===== config.mk =====
export PLATFORM = sky130hd
export DESIGN_NAME = hd_digest4
export DESIGN_NICKNAME = d
export VERILOG_FILES = /design/src/rtl/hd_pkg.sv /design/src/rtl/hd_interleave.sv /design/src/rtl/hd_keysched.sv /design/src/rtl/hd_lane.sv /design/src/rtl/hd_digest4.sv
export SDC_FILE = /design/constraint.sdc
export NUM_CORES = 1
export LEC_CHECK = 0
export BUFFER_PORTS_ARGS = -buffer_cell sky130_fd_sc_hd__clkbuf_2
export CORE_MARGIN = 10
export CORE_UTILIZATION = 35
export DETAILED_ROUTE_END_ITERATION = 10
export PLACE_DENSITY_LB_ADDON = 0.15
export SETUP_SLACK_MARGIN = 0.5
export SYNTH_ARGS = -nofsm -noshare
export SYNTH_HDL_FRONTEND = slang
export SYNTH_SLANG_ARGS = --single-unit

===== constraint.sdc =====
create_clock -name clk -period 2.9 [get_ports clk]
set_clock_uncertainty 0.15 [all_clocks]
set_input_delay 0.725 -clock clk [delete_from_list [all_inputs] [get_ports clk]]
set_output_delay 0.725 -clock clk [all_outputs]
set_load 0.02 [all_outputs]

===== src/rtl/hd_pkg.sv =====
package hd_pkg;
  localparam int HALF_W   = 16;
  localparam int LANE_W   = 2 * HALF_W;
  localparam int WORD_W   = 2 * LANE_W;
  localparam int N_LANES  = 4;
  localparam int ROUNDS   = 32;
  localparam int GROUP    = 4;
  localparam int RND_W    = $clog2(ROUNDS);
  localparam int GRP_W    = $clog2(ROUNDS / GROUP);
  localparam logic [HALF_W-1:0] KS_CONST = 16'hfffc;
  localparam logic [63:0]       KS_ZSEQ  = 64'hfa2561cdf44ac398;

  typedef logic [HALF_W-1:0] half_t;
  typedef logic [LANE_W-1:0] lane_t;

  function automatic half_t rol(half_t v, int s);
    return (v << s) | (v >> (HALF_W - s));
  endfunction

  function automatic half_t ror(half_t v, int s);
    return (v >> s) | (v << (HALF_W - s));
  endfunction

  function automatic half_t ks_next(half_t a, half_t b, half_t d, logic zb);
    half_t t;
    t = ror(d, 3) ^ b;
    return KS_CONST ^ {{(HALF_W-1){1'b0}}, zb} ^ a ^ t ^ ror(t, 1);
  endfunction

  function automatic half_t mix_f(half_t l);
    return (rol(l, 1) & rol(l, 8)) ^ rol(l, 2);
  endfunction
endpackage


===== src/rtl/hd_interleave.sv =====
module hd_interleave
  import hd_pkg::*;
(
  input  logic [WORD_W-1:0] op_a,
  input  logic [WORD_W-1:0] op_b,
  output logic [WORD_W-1:0] word_hi,
  output logic [WORD_W-1:0] word_lo
);
  localparam int NB = WORD_W / 16;

  for (genvar i = 0; i < NB; i++) begin : g_byte
    assign word_hi[8*(7-2*i) +: 8] = op_b[8*i +: 8];
    assign word_hi[16*i      +: 8] = op_a[8*(NB+i) +: 8];
    assign word_lo[8*(7-2*i) +: 8] = op_b[8*(NB+i) +: 8];
    assign word_lo[16*i      +: 8] = op_a[8*i +: 8];
  end
endmodule


===== src/rtl/hd_keysched.sv =====
module hd_keysched
  import hd_pkg::*;
(
  input  logic                          clk,
  input  logic                          rst_n,
  input  logic                          load,
  input  logic                          adv,
  input  logic [WORD_W-1:0]             key,
  output logic [GROUP-1:0][HALF_W-1:0]  win
);
  logic [GRP_W-1:0]            grp_q;
  logic [GROUP-1:0][HALF_W-1:0] nxt;
  logic [GROUP-1:0]            zb;

  for (genvar m = 0; m < GROUP; m++) begin : g_z
    logic [5:0] zi;
    assign zi    = 6'(GROUP * grp_q + m);
    assign zb[m] = KS_ZSEQ[6'd63 - zi];
  end

  always_comb begin
    nxt[0] = ks_next(win[0], win[1], win[3], zb[0]);
    nxt[1] = ks_next(win[1], win[2], nxt[0], zb[1]);
    nxt[2] = ks_next(win[2], win[3], nxt[1], zb[2]);
    nxt[3] = ks_next(win[3], nxt[0], nxt[2], zb[3]);
  end

  always_ff @(posedge clk or negedge rst_n) begin
    if (!rst_n) begin
      win   <= '0;
      grp_q <= '0;
    end else if (load) begin
      for (int j = 0; j < GROUP; j++)
        win[j] <= key[WORD_W-HALF_W*(j+1) +: HALF_W];
      grp_q <= '0;
    end else if (adv) begin
      win   <= nxt;
      grp_q <= grp_q + 1'b1;
    end
  end
endmodule


===== src/rtl/hd_lane.sv =====
module hd_lane
  import hd_pkg::*;
#(
  parameter int LANE = 0
) (
  input  logic                          clk,
  input  logic                          rst_n,
  input  logic                          load,
  input  logic                          step,
  input  logic [1:0]                    phase,
  input  lane_t                         din,
  input  logic [GROUP-1:0][HALF_W-1:0]  win,
  output lane_t                         dout
);
  localparam logic [1:0] OFS = LANE[1:0];

  half_t left_q, right_q, rkey;
  logic [1:0] sel;

  assign sel  = phase + OFS;
  assign rkey = win[sel];
  assign dout = {right_q, left_q};

  always_ff @(posedge clk or negedge rst_n) begin
    if (!rst_n) begin
      left_q  <= '0;
      right_q <= '0;
    end else if (load) begin
      left_q  <= din[HALF_W-1:0];
      right_q <= din[LANE_W-1:HALF_W];
    end else if (step) begin
      left_q  <= right_q ^ mix_f(left_q) ^ rkey;
      right_q <= left_q;
    end
  end
endmodule


===== src/rtl/hd_digest4.sv =====
module hd_digest4
  import hd_pkg::*;
(
  input  logic               clk,
  input  logic               rst_n,
  input  logic               in_valid,
  output logic               in_ready,
  input  logic [WORD_W-1:0]  op_a,
  input  logic [WORD_W-1:0]  op_b,
  input  logic [WORD_W-1:0]  key,
  output logic               done,
  output logic [WORD_W-1:0]  digest
);
  typedef enum logic [1:0] {ST_IDLE, ST_RUN, ST_FIN} st_t;

  st_t                          st_q;
  logic [RND_W-1:0]             rnd_q;
  logic                         take, step, adv, last;
  logic [WORD_W-1:0]            word_hi, word_lo;
  logic [GROUP-1:0][HALF_W-1:0] win;
  lane_t                        lane_in  [N_LANES];
  lane_t                        lane_out [N_LANES];

  assign in_ready = (st_q == ST_IDLE);
  assign take     = in_valid && in_ready;
  assign step     = (st_q == ST_RUN);
  assign last     = (rnd_q == RND_W'(ROUNDS - 1));
  assign adv      = step && (rnd_q[1:0] == 2'd3) && !last;

  hd_interleave u_mix (
    .op_a(op_a), .op_b(op_b), .word_hi(word_hi), .word_lo(word_lo)
  );

  hd_keysched u_ks (
    .clk(clk), .rst_n(rst_n), .load(take), .adv(adv), .key(key), .win(win)
  );

  assign lane_in[0] = word_hi[WORD_W-1:LANE_W];
  assign lane_in[1] = word_hi[LANE_W-1:0];
  assign lane_in[2] = word_lo[WORD_W-1:LANE_W];
  assign lane_in[3] = word_lo[LANE_W-1:0];

  for (genvar g = 0; g < N_LANES; g++) begin : g_lane
    hd_lane #(.LANE(g)) u_lane (
      .clk(clk), .rst_n(rst_n), .load(take), .step(step),
      .phase(rnd_q[1:0]), .din(lane_in[g]), .win(win), .dout(lane_out[g])
    );
  end

  always_ff @(posedge clk or negedge rst_n) begin
    if (!rst_n) begin
      st_q   <= ST_IDLE;
      rnd_q  <= '0;
      done   <= 1'b0;
      digest <= '0;
    end else begin
      done <= 1'b0;
      unique case (st_q)
        ST_IDLE: if (take) begin
          st_q  <= ST_RUN;
          rnd_q <= '0;
        end
        ST_RUN: begin
          rnd_q <= rnd_q + 1'b1;
          if (last) st_q <= ST_FIN;
        end
        ST_FIN: begin
          digest <= {lane_out[0], lane_out[1]} ^ {lane_out[2], lane_out[3]};
          done   <= 1'b1;
          st_q   <= ST_IDLE;
        end
        default: st_q <= ST_IDLE;
      endcase
    end
  end
endmodule


# After elaboration in Yosys (flattened, before gate mapping)
# Memories as Yosys holds them, arrays and structs flattened.
# Index checks and enable logic that the tools add are counted.
# W data, S select, Z words.
word_totals:
  register_bits: 267
  output_inout_bits: 66
  n_memories: 4
  mem_bits_ro: 256
mem_list:
  columns: ["memory", "words", "word_bits", "read_ports", "rd_clocked_by_memory_dff", "wr", "line_no", "text"]
  rows:
  - ["(name not given)", 64, 1, 1, 0, 0, "hd_keysched.sv:18", "assign zb[m] = KS_ZSEQ[6'd63 - zi];"]
  - ["(name not given)", 64, 1, 1, 0, 0, "hd_keysched.sv:18", null]
  - ["(name not given)", 64, 1, 1, 0, 0, "hd_keysched.sv:18", null]
  - ["(name not given)", 64, 1, 1, 0, 0, "hd_keysched.sv:18", null]
classes:
  bitwise_logic: 53
  reduce_logical: 10
  magnitude_cmp: 8
  eq_ne: 6
  addsub: 12
  muxes: 38
op_table:
  columns: ["operator", "count"]
  rows:
  - ["$xor A16 B16 Y16", 28]
  - ["$mux W16", 20]
  - ["$bmux W16 S2", 4]
  - ["$mux W64", 2]
  - ["$and A16 B16 Y16", 4]
  - ["$or A13 B16 Y16", 4]
  - ["$or A15 B16 Y16", 4]
  - ["$or A16 B1 Y16", 4]
  - ["$or A16 B2 Y16", 4]
  - ["$or A16 B8 Y16", 4]
  - ["$xor A64 B64 Y64", 1]
  - ["$lt A6 B7 Y1 const B", 4]
  - ["$sub A6 B6 Y6 const A", 3]
  - ["$add A5 B2 Y6 const B", 2]
  - ["$lt A2 B3 Y1 const B", 4]
  - ["$pmux W5 S2", 1]
  - ["$add A5 B1 Y6 const B", 1]
  - ["$mux W3", 2]
  - ["$reduce_bool A2 Y1", 3]
  - ["$sub A6 B5 Y6 const A", 1]
  - ["$add A5 B1 Y5 const B", 1]
  - ["$eq A5 B5 Y1 const B", 1]
  - ["$mux W1", 5]
  - ["$mux W5", 1]
  - ["other kinds (12)", 19]

# Longest topological paths before layout
# Gate-level depths: netlist (run 1).
depth:
  depth_word: 20
  mapped_depth: 10
  depth_no_buf: 10

# Cells and area by module
# From an unflattened synthesis (run 1), not the netlist that was laid out.
unflattened:
  cells_unflattened: 1849
  hier_area_um2: 20089.3
modules_own_cells:
  columns: ["module", "area_each_um2", "seq_area_each_um2", "instances", "cells_each"]
  rows:
  - ["hd_lane", 2418.6, 800.8, 4, 209]
  - ["hd_keysched", 6208.5, 1676.6, 1, 581]
  - ["hd_digest4", 3245.6, 1801.7, 1, 304]
  - ["hd_interleave", 960.9, 0.0, 1, 128]

# Worst setup path after synthesis (run 1)
# No wires, ideal clock.
synth_path:
  path_type: "flip-flop to flip-flop"
  from: "register u_ks.grp_q[2]"
  to: "register u_ks.win[53] (netlist bit)"
  arrival_time_ns: 2.490
  setup_ns: 0.133
  path_slack_ns: 0.127
  required_time_ns: 2.617
  n_path_buf: 0
  path_stages_with_launch: 10
  synth_period_minus_slack_ns: 2.773
  path_cell_list: "dfrtp_1 > ha_1 > xnor2_1 > xnor3_1 > xnor2_2 > xor2_1 > xnor2_1 > xor2_1 > xnor2_1 > o21ai_0"
synth_between:
  elab_chain_cells: 20
  elab_cells_between_ends: 23
synth_rtl:
  columns: ["item", "line_no", "text"]
  rows:
  - ["start: declaration", "hd_keysched.sv:11", "logic [GRP_W-1:0] grp_q;"]
  - ["start signal: assignment", "hd_keysched.sv:38", "grp_q <= grp_q + 1'b1;"]
  - ["$sub A6 B5 Y6 (*)", "hd_keysched.sv:18", null]
  - ["$mem_v2 Z64 W1 (*)", null, null]
  - ["$mux W1 (implied by the code) (*)", "hd_keysched.sv:18", null]
  - ["$xor A16 B16 Y16 (*) (3 in a row)", "hd_pkg.sv:27", "return KS_CONST ^ {{(HALF_W-1){1'b0}}, zb} ^ a ^ t ^ ror(t, 1);"]
  - ["$or A13 B16 Y16 (*)", "hd_pkg.sv:21", "return (v >> s) | (v << (HALF_W - s));"]
  - ["$xor A16 B16 Y16 (*)", "hd_pkg.sv:26", "t = ror(d, 3) ^ b;"]
  - ["$or A15 B16 Y16 / $xor A16 B16 Y16 (equally long branches)", "hd_pkg.sv:21, hd_pkg.sv:27", null]
  - ["$xor A16 B16 Y16 (*)", "hd_pkg.sv:27", null]
  - ["[... 2 more ...]", null, null]
  - ["$or A15 B16 Y16 / $xor A16 B16 Y16 (equally long branches)", "hd_pkg.sv:21, hd_pkg.sv:27", null]
  - ["$xor A16 B16 Y16 (*)", "hd_pkg.sv:27", null]
  - ["$or A13 B16 Y16 (*)", "hd_pkg.sv:21", null]
  - ["$xor A16 B16 Y16 (*)", "hd_pkg.sv:26", null]
  - ["$xor A16 B16 Y16 / $or A15 B16 Y16 (equally long branches)", "hd_pkg.sv:27, hd_pkg.sv:21", null]
  - ["$xor A16 B16 Y16 (*)", "hd_pkg.sv:27", null]
  - ["$mux W64 (*)", "hd_keysched.sv:36", "end else if (adv) begin"]
  - ["$mux W64 (*)", "hd_keysched.sv:32", "end else if (load) begin"]
  - ["end signal: indexed assignment", "hd_keysched.sv:34", "win[j] <= key[WORD_W-HALF_W*(j+1) +: HALF_W];"]
  - ["end signal: assignment", "hd_keysched.sv:37", "win <= nxt;"]
  - ["end: declaration", "hd_keysched.sv:9", "output logic [GROUP-1:0][HALF_W-1:0] win"]
# Mark *: on every way between the ends. The rest lies on a longest branch, timed or not. The select of a mux whose other input is x is not followed.
# A chain may end at the register's enable or synchronous reset.

# Worst setup path after layout (run 1)
layout_path:
  from: "register u_ks.win[48] (netlist bit)"
  to: "register u_ks.win[49] (netlist bit)"
layout_between:
  elab_chain_cells: 18
  elab_cells_between_ends: 22
layout_rtl:
  columns: ["item", "line_no"]
  rows:
  - ["$or A13 B16 Y16 (*)", "hd_pkg.sv:21"]
  - ["$xor A16 B16 Y16 (*)", "hd_pkg.sv:26"]
  - ["$or A15 B16 Y16 / $xor A16 B16 Y16 (equally long branches)", "hd_pkg.sv:21, hd_pkg.sv:27"]
  - ["$xor A16 B16 Y16 (*)", "hd_pkg.sv:27"]
  - ["$or A13 B16 Y16 (*)", "hd_pkg.sv:21"]
  - ["$xor A16 B16 Y16 (*)", "hd_pkg.sv:26"]
  - ["$or A15 B16 Y16 / $xor A16 B16 Y16 (equally long branches)", "hd_pkg.sv:21, hd_pkg.sv:27"]
  - ["$xor A16 B16 Y16 (*)", "hd_pkg.sv:27"]
  - ["[... 2 more ...]", null]
  - ["$or A15 B16 Y16 / $xor A16 B16 Y16 (equally long branches)", "hd_pkg.sv:21, hd_pkg.sv:27"]
  - ["$xor A16 B16 Y16 (*)", "hd_pkg.sv:27"]
  - ["$or A13 B16 Y16 (*)", "hd_pkg.sv:21"]
  - ["$xor A16 B16 Y16 (*)", "hd_pkg.sv:26"]
  - ["$xor A16 B16 Y16 / $or A15 B16 Y16 (equally long branches)", "hd_pkg.sv:27, hd_pkg.sv:21"]
  - ["$xor A16 B16 Y16 (*)", "hd_pkg.sv:27"]
  - ["$mux W64 (*)", "hd_keysched.sv:36"]
  - ["$mux W64 (*)", "hd_keysched.sv:32"]
# Marks and branches as above.

==> flow_summary.toml, run 1 <==
[synth]
post-synth-top-area-cell = "dfrtp_1"
synth_top_family_by_area = "XOR/XNOR gates"
synth_compound_area_share_pct = 12.29
syn_avg_cell_area_um2 = 9.357
synth_nets = 2146
muxShareOfSynthArea_pct = 8.000
syn_area_um2 = 18190
async_flop_share_pct = 100.0
synth_ff_type = "dfrtp_1"
yosys_register_bits = 267
synth-adder-area-share_pct = 0.4815
synth_cell_type_count = 42
ys_warn_count = 0
netlist_instances = 1944
synth_top_area_share_pct = 36.73
synth_xor_area_share_pct = 26.12
ys_seq_area_share_pct = 36.73
synth_top_cells_by_area = "dfrtp_1 37%, xnor2_1 16%, mux4_2 7.8%, nand2_1 7.8%, xor2_1 5.3%"
synth-edff-count = 0
synthSimpleGateAreaFrac_pct = 11.32

[run_status]
outcome = "finished clean"

[cts]
tritoncts = "yes"
clock_latency_ns = 0.56
cts_buffers = 35
path_clk_slew_ns = 0.06
clockRootBuffer = "clkbuf_16"
cts-htree-levels = 2
cts_max_path_buffers = 3
cts_num_sinks = 267

[place]
dpl_worst_slack_ns = -0.3230
gp_congestion = 0.9508
hpwl_um = 56990
dpl.cell_count = 2773
port-buffer-count = 260

[setup_path]
cp_slowest_stage_delay_ns = 0.54
ff2ff_path_depth = 8
critPathCaptureType = "register"
path_class = "register to register"
rrSetupSlack_ns = 0.15
crit_required_ns = 3.18
r2r-end = "u_ks.win[49]$_DFFE_PN0P_"
crit_top_cell = "xnor2_2"
r2r_start = "u_ks.win[48]$_DFFE_PN0P_"
path_cells = "xor2_4 -> buf_4 -> xnor2_2 -> xnor3_2 -> xnor2_2 -> xnor2_1 -> nor3b_1 -> a221o_1"
critPathMaxFanout = 4
path_buf_inv = 1
critical_path.top_delay_family = "XOR/XNOR gates"
worstPathArrival_ns = 3.03
crit_slowest_cell = "xnor3_2"
start_kind = "register"

[drt]
drt_iter0_drc = 1541
detail-route-antenna-nets = 0
firstDrtPassIters = 5
wl_per_cell_um = 26.65
wirelength_um = 78200
drt-vias-per-instance = 5.368
vias = 15750
drc = 0

[die]
core_area_um2 = 51410
core.rowCount = 83
pin_count = 261
die_area_um2 = 61490
die_h_um = 248.0
initial_core_util_pct = 35.39
die_w_um = 248.0

[global_routing]
grt_max_degree = 103
grt_pass1_wl_um = 110700
antenna_found_initial = 2
gr-total-overflow = 0
grt_usage_pct = 24.61
grt_pass1_vias = 15520

[sta]
worst_pin_slew_ns = 0.8067
setup_viol = 0
drv_slew = 0
report.final.hold_viol_count = 0
worst_slack_ns = 0.1490
rsz0062_at_grt = "yes"
min_period_ns = 2.751
fin_crit_sh_pct = 94.86
clock.fmax_mhz = 363.5
slew_headroom_pct = 46.22
whs_ns = 0.2291

[hold_path]
min-delay-start = "op_a[4]"
worstHoldPathCells = 3
hold_path_class = "input port to register"
worstHoldEndpoint = "g_lane[3].u_lane.left_q[4]$_DFFE_PN0P_"

[run]
cap_violations = 0

[finish]
fin_cells = 2934
nets = 2430
drive_gt1_share_pct = 32.93
final_cell_mix = "373 x nand2_1, 268 x xnor2_1, 259 x clkbuf_2"
area_delta_synth_final_pct = 30.24
final_common_cell = "nand2_1"
fin_util_pct = 46.08
[sequential cells by signal, indices dropped and copies added (netlist names)]
register               count
digest                    64
done                       1
g_lane.u_lane.left_q      64
g_lane.u_lane.right_q     64
rnd_q                      5
st_q                       2
u_ks.grp_q                 3
u_ks.win                  64
[repair_timing]
item,4_1_cts,5_1_grt
resized for setup,109,65
endpoints found under the setup margin,72,62
setup buffers,63,26
gates cloned,3,5
endpoints found under the hold margin,46,0
hold buffers,1,0
pin swaps,49,55
[how the worst max path moves through the flow]
stage	from	end	slack (ns)	depth (start not counted)
3_3_place_gp	u_ks.win[22]$_DFFE_PN0P_	u_ks.win[58]$_DFFE_PN0P_	-0.30	8
2_1_floorplan	u_ks.grp_q[1]$_DFFE_PN0P_	u_ks.win[45]$_DFFE_PN0P_	0.29	9
6_report	u_ks.win[48]$_DFFE_PN0P_	u_ks.win[49]$_DFFE_PN0P_	0.15	8
3_5_place_dp	u_ks.win[22]$_DFFE_PN0P_	u_ks.win[58]$_DFFE_PN0P_	-0.32	7
4_1_cts	u_ks.win[54]$_DFFE_PN0P_	u_ks.win[45]$_DFFE_PN0P_	0.15	8
5_1_grt	u_ks.grp_q[1]$_DFFE_PN0P_	u_ks.win[53]$_DFFE_PN0P_	0.04	11
[cells in the mapped netlist, drive strengths merged (5+ instances only)]
cell type and n:
clkbuf 157, a22oi 87, nand2 378, o21ai 172, nand3 10, and3 9, nor3 23, a222oi 6
nor2 80, or3 5, xnor3 20, buf 56, mux4 64, ha 7, dfrtp 267, inv 15
a221o 19, xnor2 345, xor2 116, a21oi 85
[cell type report]
cell class                 count  area [um^2]
antenna                        1        2.502
sequential                   267         6711
fill                        4982        27720
clock inverter                 9        85.08
multi-input combinational   1450        11650
tap                          680        850.8
timing repair buffer         459         3257
inverter                      15        56.30
clock buffer                  53         1075
[metrics by stage]
step | TNS, ns | instance area (um^2)
CTS | 0 | 23010
finish | 0 | 23690
detailed placement | -0.3665 | 20710
floorplan | 0 | 18500
global placement | -0.4661 | 20710
global route | 0 | 23690
[worst register-to-register path: cells and delay by family, from the launching register on]
family                    cells  cell delay [ns]
xor gates and xnor gates      5             1.43
AOI/OAI and AO/OA             1             0.26
buffers and inverters         1             0.18
DFF                           1             0.45
and+or+nand+nor               1             0.15
[kinds of logic after synthesis]
group                    after synthesis
AND/OR/NAND/NOR                      518
XOR/XNOR                             484
AO/OA/AOI/OAI                        375
flip-flops                           267
buffers and inverters                228
multiplexers                          65
adder cells (fa/ha/maj)                7
[metal layers]
metal  vias up  routed length (um)  GRT usage, %
met5         -                   0             0
met2       659               37160         40.24
met1      7930               33370         33.31
met3       121                5334         3.784
li1       7041                   -             -
met4         0                2341         6.742
Power of run 1 is left out: the tool's default activity adds up to more than one toggle a clock period on the data nets, which glitch-free logic cannot reach.
==> run 2, diff against run 1 <==
--- a/config.mk
+++ b/config.mk
@@ -5,10 +5,10 @@
 export SDC_FILE = /design/constraint.sdc
 export NUM_CORES = 1
 export LEC_CHECK = 0
-export BUFFER_PORTS_ARGS = -buffer_cell sky130_fd_sc_hd__clkbuf_2
 export CORE_MARGIN = 10
-export CORE_UTILIZATION = 35
+export CORE_UTILIZATION = 32
 export DETAILED_ROUTE_END_ITERATION = 10
+export DONT_BUFFER_PORTS = 1
 export PLACE_DENSITY_LB_ADDON = 0.15
 export SETUP_SLACK_MARGIN = 0.5
 export SYNTH_ARGS = -nofsm -noshare
==> run 2 against run 1 <==
Compared with the run above: count of clock-buffer cells in the layout is 1 lower; worst setup slack worse by 0.071 ns; the run now ends with negative hold slack left; cell count is 5.7% lower; first-iteration DRC count is 13% lower; die area is 8.6% higher; final area is 5.4% lower; utilization is 6.3 points lower; via count is 7.2% lower; critical path type unchanged; maximum frequency is 2.5% lower; global-route usage is 2.3 points lower.
==> flow_summary.toml, run 2 (synthesis gave the netlist of run 1 again) <==
[run_status]
outcome = "complete, but fails checks"
violations = "negative hold slack"

[setup_path]
r2r_start = "u_ks.win[18]$_DFFE_PN0P_"
rrSetupSlack_ns = 0.08
ff2ff_path_depth = 9
path_class = "register to register"
critPathCaptureType = "register"
crit_start = "u_ks.win[18]$_DFFE_PN0P_"
start_kind = "register"
crit_required_ns = 3.17
r2r-end = "u_ks.win[43]$_DFFE_PN0P_"
critPathMaxFanout = 4
worstPathArrival_ns = 3.09

[global_routing]
gr-usage-met3_pct = 4.276
grt_pass1_wl_um = 108600
met1_usage_pct = 29.21
antenna_found_initial = 9
grt_pass1_vias = 14320
busiest_layer = "met2"
grt_max_degree = 268
gr-total-overflow = 0
met2_usage_pct = 36.27
grt_usage_pct = 22.26

[cts]
cts_buffers = 36
cts-htree-levels = 2
clock_latency_ns = 0.57
clockRootBuffer = "clkbuf_16"
cts_num_sinks = 267
path_clk_slew_ns = 0.06
cts_max_path_buffers = 3
tritoncts = "yes"

[finish]
drive_gt1_share_pct = 24.56
seq_area_um2 = 6715
final_cell_mix = "373 x nand2_1, 268 x xnor2_1, 242 x dfrtp_1"
multi_input_area_um2 = 11650
final_common_cell = "nand2_1"
nets = 2183
fin_cells = 2768
nFillCells = 5657
area_delta_synth_final_pct = 23.19

[die]
core_area_um2 = 56390
core.rowCount = 87
pin_count = 261
initial_core_util_pct = 32.26
die_h_um = 258.4
die_w_um = 258.4
die_area_um2 = 66780

[sta]
report.final.hold_viol_count = 267
min_period_ns = 2.822
whs_ns = -0.2882
slew_headroom_pct = 44.04
fin_crit_sh_pct = 97.32
clock.fmax_mhz = 354.3
worst_pin_slew_ns = 0.8395
drv_slew = 0
setup_viol = 0
rsz0062_at_grt = "yes"

[drt]
drc = 0
drt_iter0_drc = 1346
firstDrtPassIters = 8
detail-route-antenna-nets = 0
wirelength_um = 76900
vias = 14620
wl_per_cell_um = 27.78
drt-vias-per-instance = 5.282

[run]
cap_violations = 0

[hold_path]
hold_path_class = "input port to asynchronous set/reset pin"

[place]
hpwl_um = 56410
port-buffer-count = 0
gp_congestion = 0.9566
dpl.cell_count = 2597
## run 2: how the worst max path moves through the flow
stage / to / slack (ns) / cells past startpoint
CTS: u_ks.win[56]$_DFFE_PN0P_ / 0.19 / 8
finish: u_ks.win[43]$_DFFE_PN0P_ / 0.08 / 9
detailed placement: u_ks.win[58]$_DFFE_PN0P_ / -0.29 / 8
global route: u_ks.win[56]$_DFFE_PN0P_ / 0.04 / 8
global placement: u_ks.win[58]$_DFFE_PN0P_ / -0.32 / 8
floorplan: u_ks.win[45]$_DFFE_PN0P_ / 0.29 / 9
## run 2: cell type report
type                       instances  area share, %
clock inverter                    12         0.4634
multi-input combinational       1449          52.01
sequential                       267          29.97
tap                              756          4.221
inverter                          15         0.2513
antenna                            5        0.05583
timing repair buffer             212          8.431
clock buffer                      52          4.601
## run 2: what timing repair did
action,CTS,global route
setup endpoints to repair,81,52
pin swaps,40,62
gates resized for setup,95,70
endpoints found under the hold margin,267,267
setup buffers,53,46
cloned,1,2
## run 2: metal layers
metal  routed length, um  part of all wire [%]
met1               32140                    42
met2               36660                    48
met3                5653                   7.4
met4                2414                   3.1
met5                  24                 0.031
## run 2: worst max-delay path: stages, from the launching register on
cell,delay [ns]
dfrtp_2,0.49
xnor3_2,0.43
xnor2_2,0.17
xnor2_2,0.32
xnor3_2,0.49
buf_4,0.17
buf_6,0.12
xnor2_4,0.13
nor3_1,0.05
nand3b_1,0.17
## run 2: stage by stage
stage	utilization, %	setup WS, ns	hold slack [ns]	instance area [um^2]	setup TNS, ns
6_report	39.74	0.07785	-0.2882	22410	0
5_1_grt	39.73	0.04274	-0.2974	22400	0
4_1_cts	38.31	0.1863	-0.3035	21600	0
3_5_place_dp	34.56	-0.2889	0.2932	19490	-0.4817
3_3_place_gp	34.56	-0.3192	0.2923	19490	-0.4464
2_1_floorplan	-	0.2926	0.2794	18500	0
Power of run 2 is left out for the same reason.
==> run 3, diff against run 2 <==
--- a/config.mk
+++ b/config.mk
@@ -5,10 +5,13 @@
 export SDC_FILE = /design/constraint.sdc
 export NUM_CORES = 1
 export LEC_CHECK = 0
+export CELL_PAD_IN_SITES_DETAIL_PLACEMENT = 2
+export CELL_PAD_IN_SITES_GLOBAL_PLACEMENT = 2
 export CORE_MARGIN = 10
 export CORE_UTILIZATION = 32
 export DETAILED_ROUTE_END_ITERATION = 10
 export DONT_BUFFER_PORTS = 1
+export HOLD_SLACK_MARGIN = 0.12
 export PLACE_DENSITY_LB_ADDON = 0.15
 export SETUP_SLACK_MARGIN = 0.5
 export SYNTH_ARGS = -nofsm -noshare
==> run 3 against run 2 <==
Compared with the run above: the run still ends with negative hold slack left; register-to-register slack got worse by 0.03 ns; global-route usage up 3.2 points; sequential cell count did not move; worst setup slack worse by 0.030 ns; worst hold slack improved by 0.033 ns; non-clock buffer count increased by 6; first-iteration DRC count decreased by 8.0%; sequential share of layout area shrank 0.74 points; final area up 2.5%; maximum frequency down 1.1%; die area unchanged; critical endpoint is now u_ks.win[55]$_DFFE_PN0P_.
==> flow_summary.toml, run 3 (synthesis gave the netlist of run 1 again) <==
[run_status]
outcome = "complete, but fails checks"
violations = "negative hold slack"

[setup_path]
worstPathArrival_ns = 3.16
start_kind = "register"
critPathCaptureType = "register"
critPathMaxFanout = 4
crit_required_ns = 3.20
ff2ff_path_depth = 8
path_class = "register to register"

[finish]
nets = 2191
area_delta_synth_final_pct = 26.31
final_common_cell = "nand2_1"
fin_area_um2 = 22980
final_cell_mix = "372 x nand2_1, 247 x xnor2_1, 242 x dfrtp_1"
drive_gt1_share_pct = 26.13

[global_routing]
grt_max_degree = 268
grt_usage_pct = 25.48
grt_pass1_wl_um = 123400
antenna_found_initial = 5
gr-total-overflow = 0
grt_pass1_vias = 16160

[sta]
whs_ns = -0.2554
worst_pin_slew_ns = 0.9858
min_period_ns = 2.852
rsz0062_at_grt = "yes"
report.final.hold_viol_count = 267
fin_crit_sh_pct = 98.36
slew_headroom_pct = 34.21
drv_slew = 0
setup_viol = 0
clock.fmax_mhz = 350.6

[drt]
vias = 15330
drc = 0
drt-vias-per-instance = 5.530
firstDrtPassIters = 5
wl_per_cell_um = 32.40
wirelength_um = 89820
drt_iter0_drc = 1238
detail-route-antenna-nets = 0

[place]
port-buffer-count = 0
gp_congestion = 0.9375
hpwl_um = 62130
place_area_um2 = 19460

[cts]
tritoncts = "yes"
path_clk_slew_ns = 0.05
clockRootBuffer = "clkbuf_16"
clock_latency_ns = 0.56
cts_max_path_buffers = 3
cts-hold-fix-buffers = 8
cts_num_sinks = 267
cts-htree-levels = 2
cts_buffers = 37

[die]
pin_count = 261
core.rowCount = 87
die_area_um2 = 66780
core_area_um2 = 56390
die_w_um = 258.4
die_h_um = 258.4
initial_core_util_pct = 32.26

[hold_path]
hold_path_class = "input port to asynchronous set/reset pin"

[run]
cap_violations = 0
-- run 3: cell types whose count changed in the layout (fill, tap and decap cells not counted), sizes merged --
cell | before | now
dlygate4sd3 | 0 | 8
clkbuf | 54 | 61
buf | 210 | 204
clkinv | 10 | 4
bufbuf | 0 | 2
diode | 5 | 3
bufinv | 1 | 0
inv | 16 | 17
nor2 | 80 | 81
-- run 3: per-stage QoR --
step | utilization, % | setup WS [ns] | std cells | setup TNS (ns)
3_5_place_dp | 34.51 | 0.02245 | 2588 | 0
6_report | 40.75 | 0.04754 | 2772 | 0
2_1_floorplan | - | 0.2926 | 1944 | 0
3_3_place_gp | 34.51 | 0.009773 | 2588 | 0
4_1_cts | 39.06 | 0.1614 | 2725 | 0
5_1_grt | 40.74 | -0.03875 | 2770 | -0.07852
-- run 3: layout make-up --
class | instances | area, um^2
fillers | 6025 | 33410
multi-input cells | 1450 | 11970
flip-flops and latches | 267 | 6715
repair buffers | 218 | 2138
clock buffers | 57 | 1101
well taps | 756 | 945.9
inverters | 15 | 56.30
clock inverters | 6 | 37.54
diodes | 3 | 7.507
-- run 3: final timing paths --
path | to | start | slack (ns)
worst max-delay path | u_ks.win[55]$_DFFE_PN0P_ | u_ks.win[42]$_DFFE_PN0P_ | 0.05
worst max register to register | u_ks.win[55]$_DFFE_PN0P_ | u_ks.win[42]$_DFFE_PN0P_ | 0.05
max in group asynchronous | u_ks.win[26]$_DFFE_PN0P_ | rst_n | 2.04
worst min-delay path | u_ks.win[15]$_DFFE_PN0P_ | rst_n | -0.26
worst min register to register | rnd_q[3]$_DFFE_PN0P_ | rnd_q[3]$_DFFE_PN0P_ | 0.35
min in group clk | g_lane[3].u_lane.left_q[4]$_DFFE_PN0P_ | op_a[4] | 0.15
-- run 3: timing repair --
action,4_1_cts,5_1_grt
endpoints found under the setup margin,67,110
pin swaps,53,71
cloned,6,4
buffers inserted,60,40
endpoints found under the hold margin,275,267
gates resized for setup,130,103
-- run 3: worst max-delay path: stages, from the launching register on --
cell     delay [ns]
dfrtp_1        0.52
xnor2_1        0.22
xnor2_1        0.37
xnor2_1        0.20
xor3_2         0.53
xnor2_2        0.26
xnor2_1        0.17
xnor2_1        0.11
o21ai_1        0.21
-- run 3: metal layers --
layer  wire length [um]  global-route usage, %  share of wire (%)  vias up
li1                   -                      -                  -     6572
met1              36890                  31.76                 41     8118
met2              43910                  42.64                 49      464
met3               4925                  5.015                5.5      170
met4               4062                  10.34                4.5        4
met5                 30                      0              0.033        -
Power of run 3 is left out for the same reason.
